--- config.mk ---
export PLATFORM = sky130hd
export DESIGN_NAME = codec_serial_port
export DESIGN_NICKNAME = d
export VERILOG_FILES = /design/src/rtl/codec_port_pkg.sv /design/src/rtl/cp_rx_shift.sv /design/src/rtl/cp_tx_shift.sv /design/src/rtl/cp_ctl_sched.sv /design/src/rtl/codec_serial_port.sv
export SDC_FILE = /design/constraint.sdc
export NUM_CORES = 1
export LEC_CHECK = 0
export CAP_MARGIN = 15
export CORE_ASPECT_RATIO = 1.75
export CORE_MARGIN = 1.5
export CORE_UTILIZATION = 40
export DETAILED_ROUTE_END_ITERATION = 10
export PLACE_DENSITY_LB_ADDON = 0.08
export REMOVE_ABC_BUFFERS = 1
export SLEW_MARGIN = 20
export SYNTH_ARGS = -nofsm -noshare
export SYNTH_HDL_FRONTEND = slang
export SYNTH_HIERARCHICAL = 1
export SYNTH_SLANG_ARGS = --single-unit
--- constraint.sdc ---
create_clock -name sclk -period 2.9 [get_ports sclk]
set_input_delay 0.435 -clock sclk [delete_from_list [all_inputs] [get_ports sclk]]
set_output_delay 0.435 -clock sclk [all_outputs]
set_load 0.01 [all_outputs]
--- src/rtl/codec_port_pkg.sv ---
`timescale 1ns/1ps
package codec_port_pkg;
   typedef enum logic {
      FRM_DATA = 1'b0,
      FRM_CTL  = 1'b1
   } frame_kind_e;

   function automatic int unsigned count_width(input int unsigned limit);
      return $clog2(limit + 1);
   endfunction
endpackage

--- src/rtl/cp_rx_shift.sv ---
`timescale 1ns/1ps
module cp_rx_shift #(
   parameter int unsigned WORD_W     = 16,
   parameter int unsigned MIN_PER    = 96,
   parameter int unsigned MAX_PER    = 256,
   parameter bit          CHECK_RATE = 1'b1
) (
   input  logic              clk,
   input  logic              rst_n,
   input  logic              fs_in,
   input  logic              sdin,
   output logic              word_done,
   output logic [WORD_W-1:0] word,
   output logic              fs_fwd,
   output logic              rate_err
);
   localparam int unsigned CNT_W = codec_port_pkg::count_width(WORD_W);
   localparam int unsigned PER_W = codec_port_pkg::count_width(MAX_PER + 1);

   logic [WORD_W-1:0] sr_q;
   logic [CNT_W-1:0]  cnt_q;
   logic              active_q;
   logic              done_q;

   // capture on rising edges, sync high marks the slot's first bit
   always_ff @(posedge clk or negedge rst_n) begin
      if (!rst_n) begin
         sr_q     <= '0;
         cnt_q    <= '0;
         active_q <= 1'b0;
         done_q   <= 1'b0;
      end else begin
         done_q <= 1'b0;
         if (fs_in) begin
            sr_q     <= {{(WORD_W-1){1'b0}}, sdin};
            cnt_q    <= CNT_W'(1);
            active_q <= 1'b1;
         end else if (active_q) begin
            sr_q  <= {sr_q[WORD_W-2:0], sdin};
            cnt_q <= cnt_q + 1'b1;
            if (cnt_q == CNT_W'(WORD_W - 1)) begin
               active_q <= 1'b0;
               done_q   <= 1'b1;
            end
         end
      end
   end

   assign word_done = done_q;
   assign word      = sr_q;
   // next slot begins right after local bit 0: late-type forward
   assign fs_fwd    = done_q;

   generate
      if (CHECK_RATE) begin : g_rate
         logic [PER_W-1:0] per_q;
         logic             seen_q;
         logic             err_q;
         always_ff @(posedge clk or negedge rst_n) begin
            if (!rst_n) begin
               per_q  <= '0;
               seen_q <= 1'b0;
               err_q  <= 1'b0;
            end else if (fs_in) begin
               if (seen_q && (per_q < PER_W'(MIN_PER) || per_q > PER_W'(MAX_PER)))
                  err_q <= 1'b1;
               per_q  <= PER_W'(1);
               seen_q <= 1'b1;
            end else if (per_q <= PER_W'(MAX_PER)) begin
               per_q <= per_q + 1'b1;
            end
         end
         assign rate_err = err_q;
      end else begin : g_norate
         assign rate_err = 1'b0;
      end
   endgenerate
endmodule

--- src/rtl/cp_tx_shift.sv ---
`timescale 1ns/1ps
module cp_tx_shift #(
   parameter int unsigned WORD_W = 16
) (
   input  logic              clk,
   input  logic              rst_n,
   input  logic              fs_in,
   input  logic [WORD_W-1:0] load_word,
   output logic              sdout,
   output logic              sdout_oe
);
   localparam int unsigned CNT_W = codec_port_pkg::count_width(WORD_W);

   logic [WORD_W-1:0] sh_q;
   logic [CNT_W-1:0]  cnt_q;
   logic              bit_q;
   logic              oe_q;

   // launch on falling edges so the host samples a settled bit
   always_ff @(negedge clk or negedge rst_n) begin
      if (!rst_n) begin
         sh_q  <= '0;
         cnt_q <= '0;
         bit_q <= 1'b0;
         oe_q  <= 1'b0;
      end else if (fs_in) begin
         sh_q  <= {load_word[WORD_W-2:0], 1'b0};
         bit_q <= load_word[WORD_W-1];
         cnt_q <= CNT_W'(1);
         oe_q  <= 1'b1;
      end else if (oe_q) begin
         if (cnt_q == CNT_W'(WORD_W)) begin
            oe_q  <= 1'b0;
            bit_q <= 1'b0;
         end else begin
            bit_q <= sh_q[WORD_W-1];
            sh_q  <= {sh_q[WORD_W-2:0], 1'b0};
            cnt_q <= cnt_q + 1'b1;
         end
      end
   end

   assign sdout    = bit_q;
   assign sdout_oe = oe_q;
endmodule

--- src/rtl/cp_ctl_sched.sv ---
`timescale 1ns/1ps
module cp_ctl_sched #(
   parameter int unsigned WORD_W     = 16,
   parameter int unsigned REG_W      = 8,
   parameter int unsigned ADDR_W     = 7,
   parameter int unsigned NUM_REGS   = 4,
   parameter int unsigned HWCTL_ADDR = 1,
   parameter int unsigned HWCTL_BIT  = 0
) (
   input  logic              clk,
   input  logic              rst_n,
   input  logic              chain_en,
   input  logic              word_done,
   input  logic [WORD_W-1:0] word,
   output logic              is_ctl,
   output logic              hw_mode,
   output logic [WORD_W-1:0] resp_word,
   output logic [WORD_W-1:0] tx_word,
   output logic              tx_valid,
   output logic              ctl_valid,
   output logic [REG_W-1:0]  ctl_data
);
   import codec_port_pkg::*;

   localparam int unsigned RD_POS  = WORD_W - 1;
   localparam int unsigned ADR_TOP = WORD_W - 2;

   frame_kind_e        kind_q;
   logic [REG_W-1:0]   reg_q [NUM_REGS];
   logic [REG_W-1:0]   hold_q;
   logic [REG_W-1:0]   rd_val;
   logic               op_rd;
   logic [ADDR_W-1:0]  op_addr;
   logic [REG_W-1:0]   op_data;
   logic               sched_hw;

   assign op_rd   = word[RD_POS];
   assign op_addr = word[ADR_TOP -: ADDR_W];
   assign op_data = word[REG_W-1:0];

   always_comb begin
      rd_val = '0;
      for (int i = 0; i < NUM_REGS; i++)
         if (op_addr == ADDR_W'(i)) rd_val = reg_q[i];
   end

   assign hw_mode  = reg_q[HWCTL_ADDR][HWCTL_BIT];
   assign sched_hw = hw_mode | chain_en;

   always_ff @(posedge clk or negedge rst_n) begin
      if (!rst_n) begin
         kind_q <= FRM_DATA;
         hold_q <= '0;
         for (int i = 0; i < NUM_REGS; i++) reg_q[i] <= '0;
      end else if (word_done) begin
         if (kind_q == FRM_CTL) begin
            kind_q <= FRM_DATA;
            if (op_rd) begin
               hold_q <= rd_val;
            end else begin
               for (int i = 0; i < NUM_REGS; i++)
                  if (op_addr == ADDR_W'(i)) reg_q[i] <= op_data;
            end
         end else begin
            // request flag only counts when scheduling is in software hands
            kind_q <= (sched_hw || word[0]) ? FRM_CTL : FRM_DATA;
         end
      end
   end

   assign is_ctl    = (kind_q == FRM_CTL);
   assign resp_word = {{(WORD_W-REG_W){1'b0}}, hold_q};
   assign tx_word   = sched_hw ? word : {word[WORD_W-1:1], 1'b0};
   assign tx_valid  = word_done && !is_ctl;
   assign ctl_valid = word_done && is_ctl;
   assign ctl_data  = op_rd ? rd_val : op_data;
endmodule

--- src/rtl/codec_serial_port.sv ---
`timescale 1ns/1ps
module codec_serial_port #(
   parameter int unsigned WORD_W     = 16,
   parameter int unsigned REG_W      = 8,
   parameter int unsigned ADDR_W     = 7,
   parameter int unsigned NUM_REGS   = 4,
   parameter int unsigned HWCTL_ADDR = 1,
   parameter int unsigned HWCTL_BIT  = 0,
   parameter int unsigned MIN_PER    = 96,
   parameter int unsigned MAX_PER    = 256,
   parameter bit          CHECK_RATE = 1'b1
) (
   input  logic              sclk,
   input  logic              rst_n,
   input  logic              chain_en,
   input  logic              fs_in,
   input  logic              sdin,
   input  logic [WORD_W-1:0] rx_word,
   output logic              sdout,
   output logic              sdout_oe,
   output logic              fs_out,
   output logic [WORD_W-1:0] tx_word,
   output logic              tx_valid,
   output logic              ctl_valid,
   output logic [REG_W-1:0]  ctl_data,
   output logic              rate_err
);
   generate
      if (1 + ADDR_W + REG_W != WORD_W) begin : g_bad_fields
         $error("control word fields do not fill WORD_W");
      end
      if (NUM_REGS < 1 || NUM_REGS > (1 << ADDR_W)) begin : g_bad_regs
         $error("NUM_REGS out of address range");
      end
      if (HWCTL_ADDR >= NUM_REGS || HWCTL_BIT >= REG_W) begin : g_bad_hwctl
         $error("hardware-control bit outside register bank");
      end
      if (MIN_PER <= WORD_W + 1 || MAX_PER < MIN_PER) begin : g_bad_period
         $error("sync period window invalid");
      end
   endgenerate

   logic              done;
   logic [WORD_W-1:0] word;
   logic              is_ctl;
   logic              hw_mode;
   logic [WORD_W-1:0] resp_word;
   logic [WORD_W-1:0] load_word;

   cp_rx_shift #(
      .WORD_W(WORD_W), .MIN_PER(MIN_PER), .MAX_PER(MAX_PER), .CHECK_RATE(CHECK_RATE)
   ) rx_i (
      .clk(sclk), .rst_n(rst_n), .fs_in(fs_in), .sdin(sdin),
      .word_done(done), .word(word), .fs_fwd(fs_out), .rate_err(rate_err)
   );

   cp_ctl_sched #(
      .WORD_W(WORD_W), .REG_W(REG_W), .ADDR_W(ADDR_W), .NUM_REGS(NUM_REGS),
      .HWCTL_ADDR(HWCTL_ADDR), .HWCTL_BIT(HWCTL_BIT)
   ) ctl_i (
      .clk(sclk), .rst_n(rst_n), .chain_en(chain_en), .word_done(done), .word(word),
      .is_ctl(is_ctl), .hw_mode(hw_mode), .resp_word(resp_word), .tx_word(tx_word),
      .tx_valid(tx_valid), .ctl_valid(ctl_valid), .ctl_data(ctl_data)
   );

   assign load_word = is_ctl ? resp_word : rx_word;

   cp_tx_shift #(.WORD_W(WORD_W)) tx_i (
      .clk(sclk), .rst_n(rst_n), .fs_in(fs_in), .load_word(load_word),
      .sdout(sdout), .sdout_oe(sdout_oe)
   );
endmodule

==> results_tabular.tex <==
\begin{tabular}{lr}
\hline
Metric & Value \\
\hline
\multicolumn{2}{l}{\textbf{Finish}} \\
Final cell count without fillers & 691 \\
Count of nets after finishing & 545 \\
Fill cell count & 1203 \\
Commonest non-fill, non-tap cells in the layout & sky130\_fd\_sc\_hd\_\_dfrtp\_1, sky130\_fd\_sc\_hd\_\_mux2\_2, sky130\_fd\_sc\_hd\_\_clkdlybuf4s50\_1, sky130\_fd\_sc\_hd\_\_nor2\_1, sky130\_fd\_sc\_hd\_\_nor2b\_1 \\
Number of antenna repair diodes & 0 \\
Final design area excluding fillers & 6100 sq um \\
Ratio of cells with drive above 1 in the final layout & 20.8\% \\
Leading cell type in the layout, fill and taps excluded & sky130\_fd\_sc\_hd\_\_dfrtp\_1 \\
Relative area change from synthesis to final layout & 18.1\% \\
\multicolumn{2}{l}{\textbf{Die}} \\
Standard-cell row count & 54 \\
Core ar. & 12600 sq um \\
I/O pin total & 51 \\
Die W & 88.9 um \\
Area of the die & 13600 sq um \\
Die span in y & 153 um \\
Initial core utilization & 41.1\% \\
\multicolumn{2}{l}{\textbf{Timing}} \\
Max Freq & 0.358 GHz \\
Total count of hold-check failures in the final report & 0 \\
Final setup violation count & 0 \\
Share of the clock period used by the worst path & 96.3\% \\
Worst relative slew slack & 48.6\% \\
Final number of max-transition violations & 0 \\
Setup repair after global routing missed its margin & false \\
Pin slew with the least headroom to its limit & 0.766 ns \\
Post-route minimum period & 2.79 ns \\
Smallest setup slack after layout & 0.108 ns \\
Max Clock Skew & 0.00667 ns \\
\multicolumn{2}{l}{\textbf{Clocking}} \\
Clock Latency Late Sink & 0.34 ns \\
CTS Hold Bufs & 0 \\
TritonCTS clock tree & done \\
Number of buffers added by the clock tree synthesis step & 9 \\
Cell at the root of the clock tree & sky130\_fd\_sc\_hd\_\_clkbuf\_16 \\
Reg clk slew, reported paths & 0.07 ns \\
CTS max path bufs & 2 \\
Clock H-tree levels & 3 \\
Sinks on the clock net & 97 \\
\multicolumn{2}{l}{\textbf{Global routing}} \\
Number of antenna violations at the first check in global routing & 0 \\
Wire length of the first global-routing pass & 20.2 mm \\
Largest net degree at the start of global routing & 55 \\
Number of global-route vias before repair & 3914 \\
GR Util All Layers & 19.4\% \\
GRT overflow & 0 \\
\multicolumn{2}{l}{\textbf{Power}} \\
Maximum vdd ir drop & 0.306 mV \\
Switching power as a share of total power & 23.5\% \\
Combinational Power Share & 8.2\% \\
Cell Int Power & 2.18 mW \\
Share of power burned in registers & 50.4\% \\
Relative contribution of the clock network to total power & 41.4\% \\
Pwr Total & 2.86 mW \\
Switch Pwr & 670 uW \\
Total power divided by cell area & 468 nW/um\^{}2 \\
Leakage & 2.75 nW \\
\multicolumn{2}{l}{\textbf{Worst setup path}} \\
Required @ worst endpoint & 2.47 ns \\
Kind of start point of the critical path & register \\
Largest fanout of any net on the critical path & 13 \\
Type of the setup path with the least slack & register to primary output \\
Endpoint arrival time on the critical path & 2.36 ns \\
Kind of end point of the critical path & primary output \\
\multicolumn{2}{l}{\textbf{Yosys}} \\
Share of the synthesized area in the top cell type & 36.3\% \\
Synth warnings & 6 \\
Synth Flop Type & sky130\_fd\_sc\_hd\_\_dfrtp\_1 \\
Library cell with the largest summed area after synthesis & sky130\_fd\_sc\_hd\_\_dfrtp\_1 \\
Count of cell types in the netlist & 53 \\
Avg Synthesized Cell Area & 10.9 sq um \\
Post-synthesis instance total & 476 \\
Flip-flop and latch count after synthesis & 97 \\
Leading post-synthesis cells by cell area & sky130\_fd\_sc\_hd\_\_dfrtp\_1, sky130\_fd\_sc\_hd\_\_dfrtn\_1, sky130\_fd\_sc\_hd\_\_mux2\_2, sky130\_fd\_sc\_hd\_\_buf\_4, sky130\_fd\_sc\_hd\_\_mux2i\_1 \\
Number of flops mapped to enable cells by yosys & 0 \\
Post-synthesis async set-or-reset flop share & 100\% \\
Sequential-to-total area share from yosys stat & 47.0\% \\
Netlist Area Pre-Place & 5170 sq um \\
\multicolumn{2}{l}{\textbf{Route}} \\
Mean routed wirelength per cell & 17.6 um \\
Length of the first detailed-routing pass in iterations & 4 \\
Routed vias/inst & 5.42 \\
Total via count after detailed routing & 3747 \\
1st-iter DRT viols & 119 \\
Residual antenna-violating net count after detailed routing & 0 \\
Final wirelength & 12.2 mm \\
DR DRC count & 0 \\
\multicolumn{2}{l}{\textbf{Placement}} \\
Placer's final routability congestion estimate & 0.810 \\
Placed Instances & 673 \\
Instance area after placement & 5770 sq um \\
Pre-CTS setup slack & -0.0152 ns \\
DP HPWL & 8.58 mm \\
IO Port Bufs & 50 \\
\multicolumn{2}{l}{\textbf{Outcome}} \\
Status & complete, no violations \\
\multicolumn{2}{l}{\textbf{Worst hold path}} \\
Worst min path class & primary input to async pin \\
\multicolumn{2}{l}{\textbf{Run}} \\
\# Max-Cap Violations & 0 \\
\hline
\end{tabular}
[registers in the layout, indices dropped and copies added, names as in the netlist, 5 cells and up]
register / flops
ctl_i/hold_q: 8
rx_i/word: 16
tx_i/sh_q: 15
rx_i/g_rate.per_q: 9
rx_i/cnt_q: 5
tx_i/cnt_q: 5
ctl_i/reg_q: 31
[worst max-delay path, stage by stage (launching register included)]
cell,delay [ns]
sky130_fd_sc_hd__dfrtp_1,0.37
sky130_fd_sc_hd__or4_1,0.54
sky130_fd_sc_hd__buf_6,0.19
sky130_fd_sc_hd__nor3_1,0.19
sky130_fd_sc_hd__a21oi_1,0.10
sky130_fd_sc_hd__a221o_1,0.33
sky130_fd_sc_hd__dlygate4sd2_1,0.30
[power groups by stage]
stage | combinational, mW | clock (mW) | sequential [mW]
2_1_floorplan | 0.116 | 0 | 1.46
3_3_place_gp | 0.238 | 0 | 1.46
3_5_place_dp | 0.240 | 0 | 1.47
4_1_cts | 0.239 | 1.23 | 1.44
5_1_grt | 0.263 | 1.28 | 1.44
6_report | 0.233 | 1.18 | 1.44
[per-layer routing]
| metal | vias up | track usage, % | wire (um) | share of wire [%] |
|---|---|---|---|---|
| met1 | 1868 | 22.9 | 4880 | 40 |
| li1 | 1795 | - | - | - |
| met5 | - | 0 | 0 | 0 |
| met3 | 19 | 2.92 | 288 | 2.4 |
| met4 | 0 | 7.66 | 283 | 2.3 |
| met2 | 65 | 34.3 | 6700 | 55 |
[logic make-up after synthesis]
logic type      Yosys count  share of synthesized area (%)
fa+ha+maj                 6                           1.45
simple gates            123                           13.7
compound gates          111                           14.5
xor+xnor                  7                           1.19
flops                    97                           47.0
mux                      67                           14.9
other cells               1                         0.0726
buf+inv                  64                           7.22
[worst paths after layout]
kind	from	endpoint	slack, ns	depth (start not counted)
worst max register to register	ctl_i/is_ctl	tx_i/sh_q[3]	0.19	4
max in group asynchronous	rst_n	tx_i/cnt_q[1]	1.04	1
worst max-delay path	rx_i/word[13]	ctl_data[3]	0.11	6
worst min register to register	rx_i/rate_err	rx_i/rate_err	0.50	1
min in group sclk	rx_i/rate_err	rx_i/rate_err	0.50	1
worst min-delay path	rst_n	ctl_i/hold_q[6]	0.10	1
[final cells by class]
cell class	instances	area [sq um]	share of cell area [%]
clock buffers	9	225	3.69
well taps	168	210	3.44
inverters	12	45.0	0.738
multi-input cells	322	2430	39.8
flip-flops and latches	97	2430	39.8
repair buffers	76	697	11.4
clock inverters	7	68.8	1.13
[cell usage after synthesis, drive strengths merged, types with 2 or more instances]
cell type / number
a311o: 2
clkbuf: 16
a221o: 16
and3: 2
inv: 12
nor3: 9
o211ai: 8
mux2i: 18
a21oi: 25
o31ai: 7
nor2b: 26
nand4: 4
or2: 2
dfrtp: 75
o21ai: 22
mux2: 49
nor2: 32
nand4b: 3
nand2: 12
a31oi: 15
nand3b: 2
a21o: 2
nand2b: 6
or3: 4
xor2: 5
or4: 2
dfrtn: 22
ha: 6
nor4: 4
buf: 36
a211oi: 11
nand3: 11
xnor2: 2
[stage by stage]
step / utilization (%) / setup TNS [ns] / hold slack [ns]
floorplan: - / -0.226 / 0.139
global placement: 45.9 / -0.0465 / 0.461
detailed placement: 45.9 / -0.0152 / 0.477
CTS: 48.6 / 0 / 0.116
global route: 48.6 / 0 / 0.148
finish: 48.6 / 0 / 0.102
[what timing repair did]
| action | in CTS | in global routing |
|---|---|---|
| setup endpoints to repair | 10 | 1 |
| setup buffers | 2 | 0 |
| gates resized for setup | 21 | 1 |
| pin swaps | 1 | 0 |
Note: power is estimated with default switching activity, not from simulation.
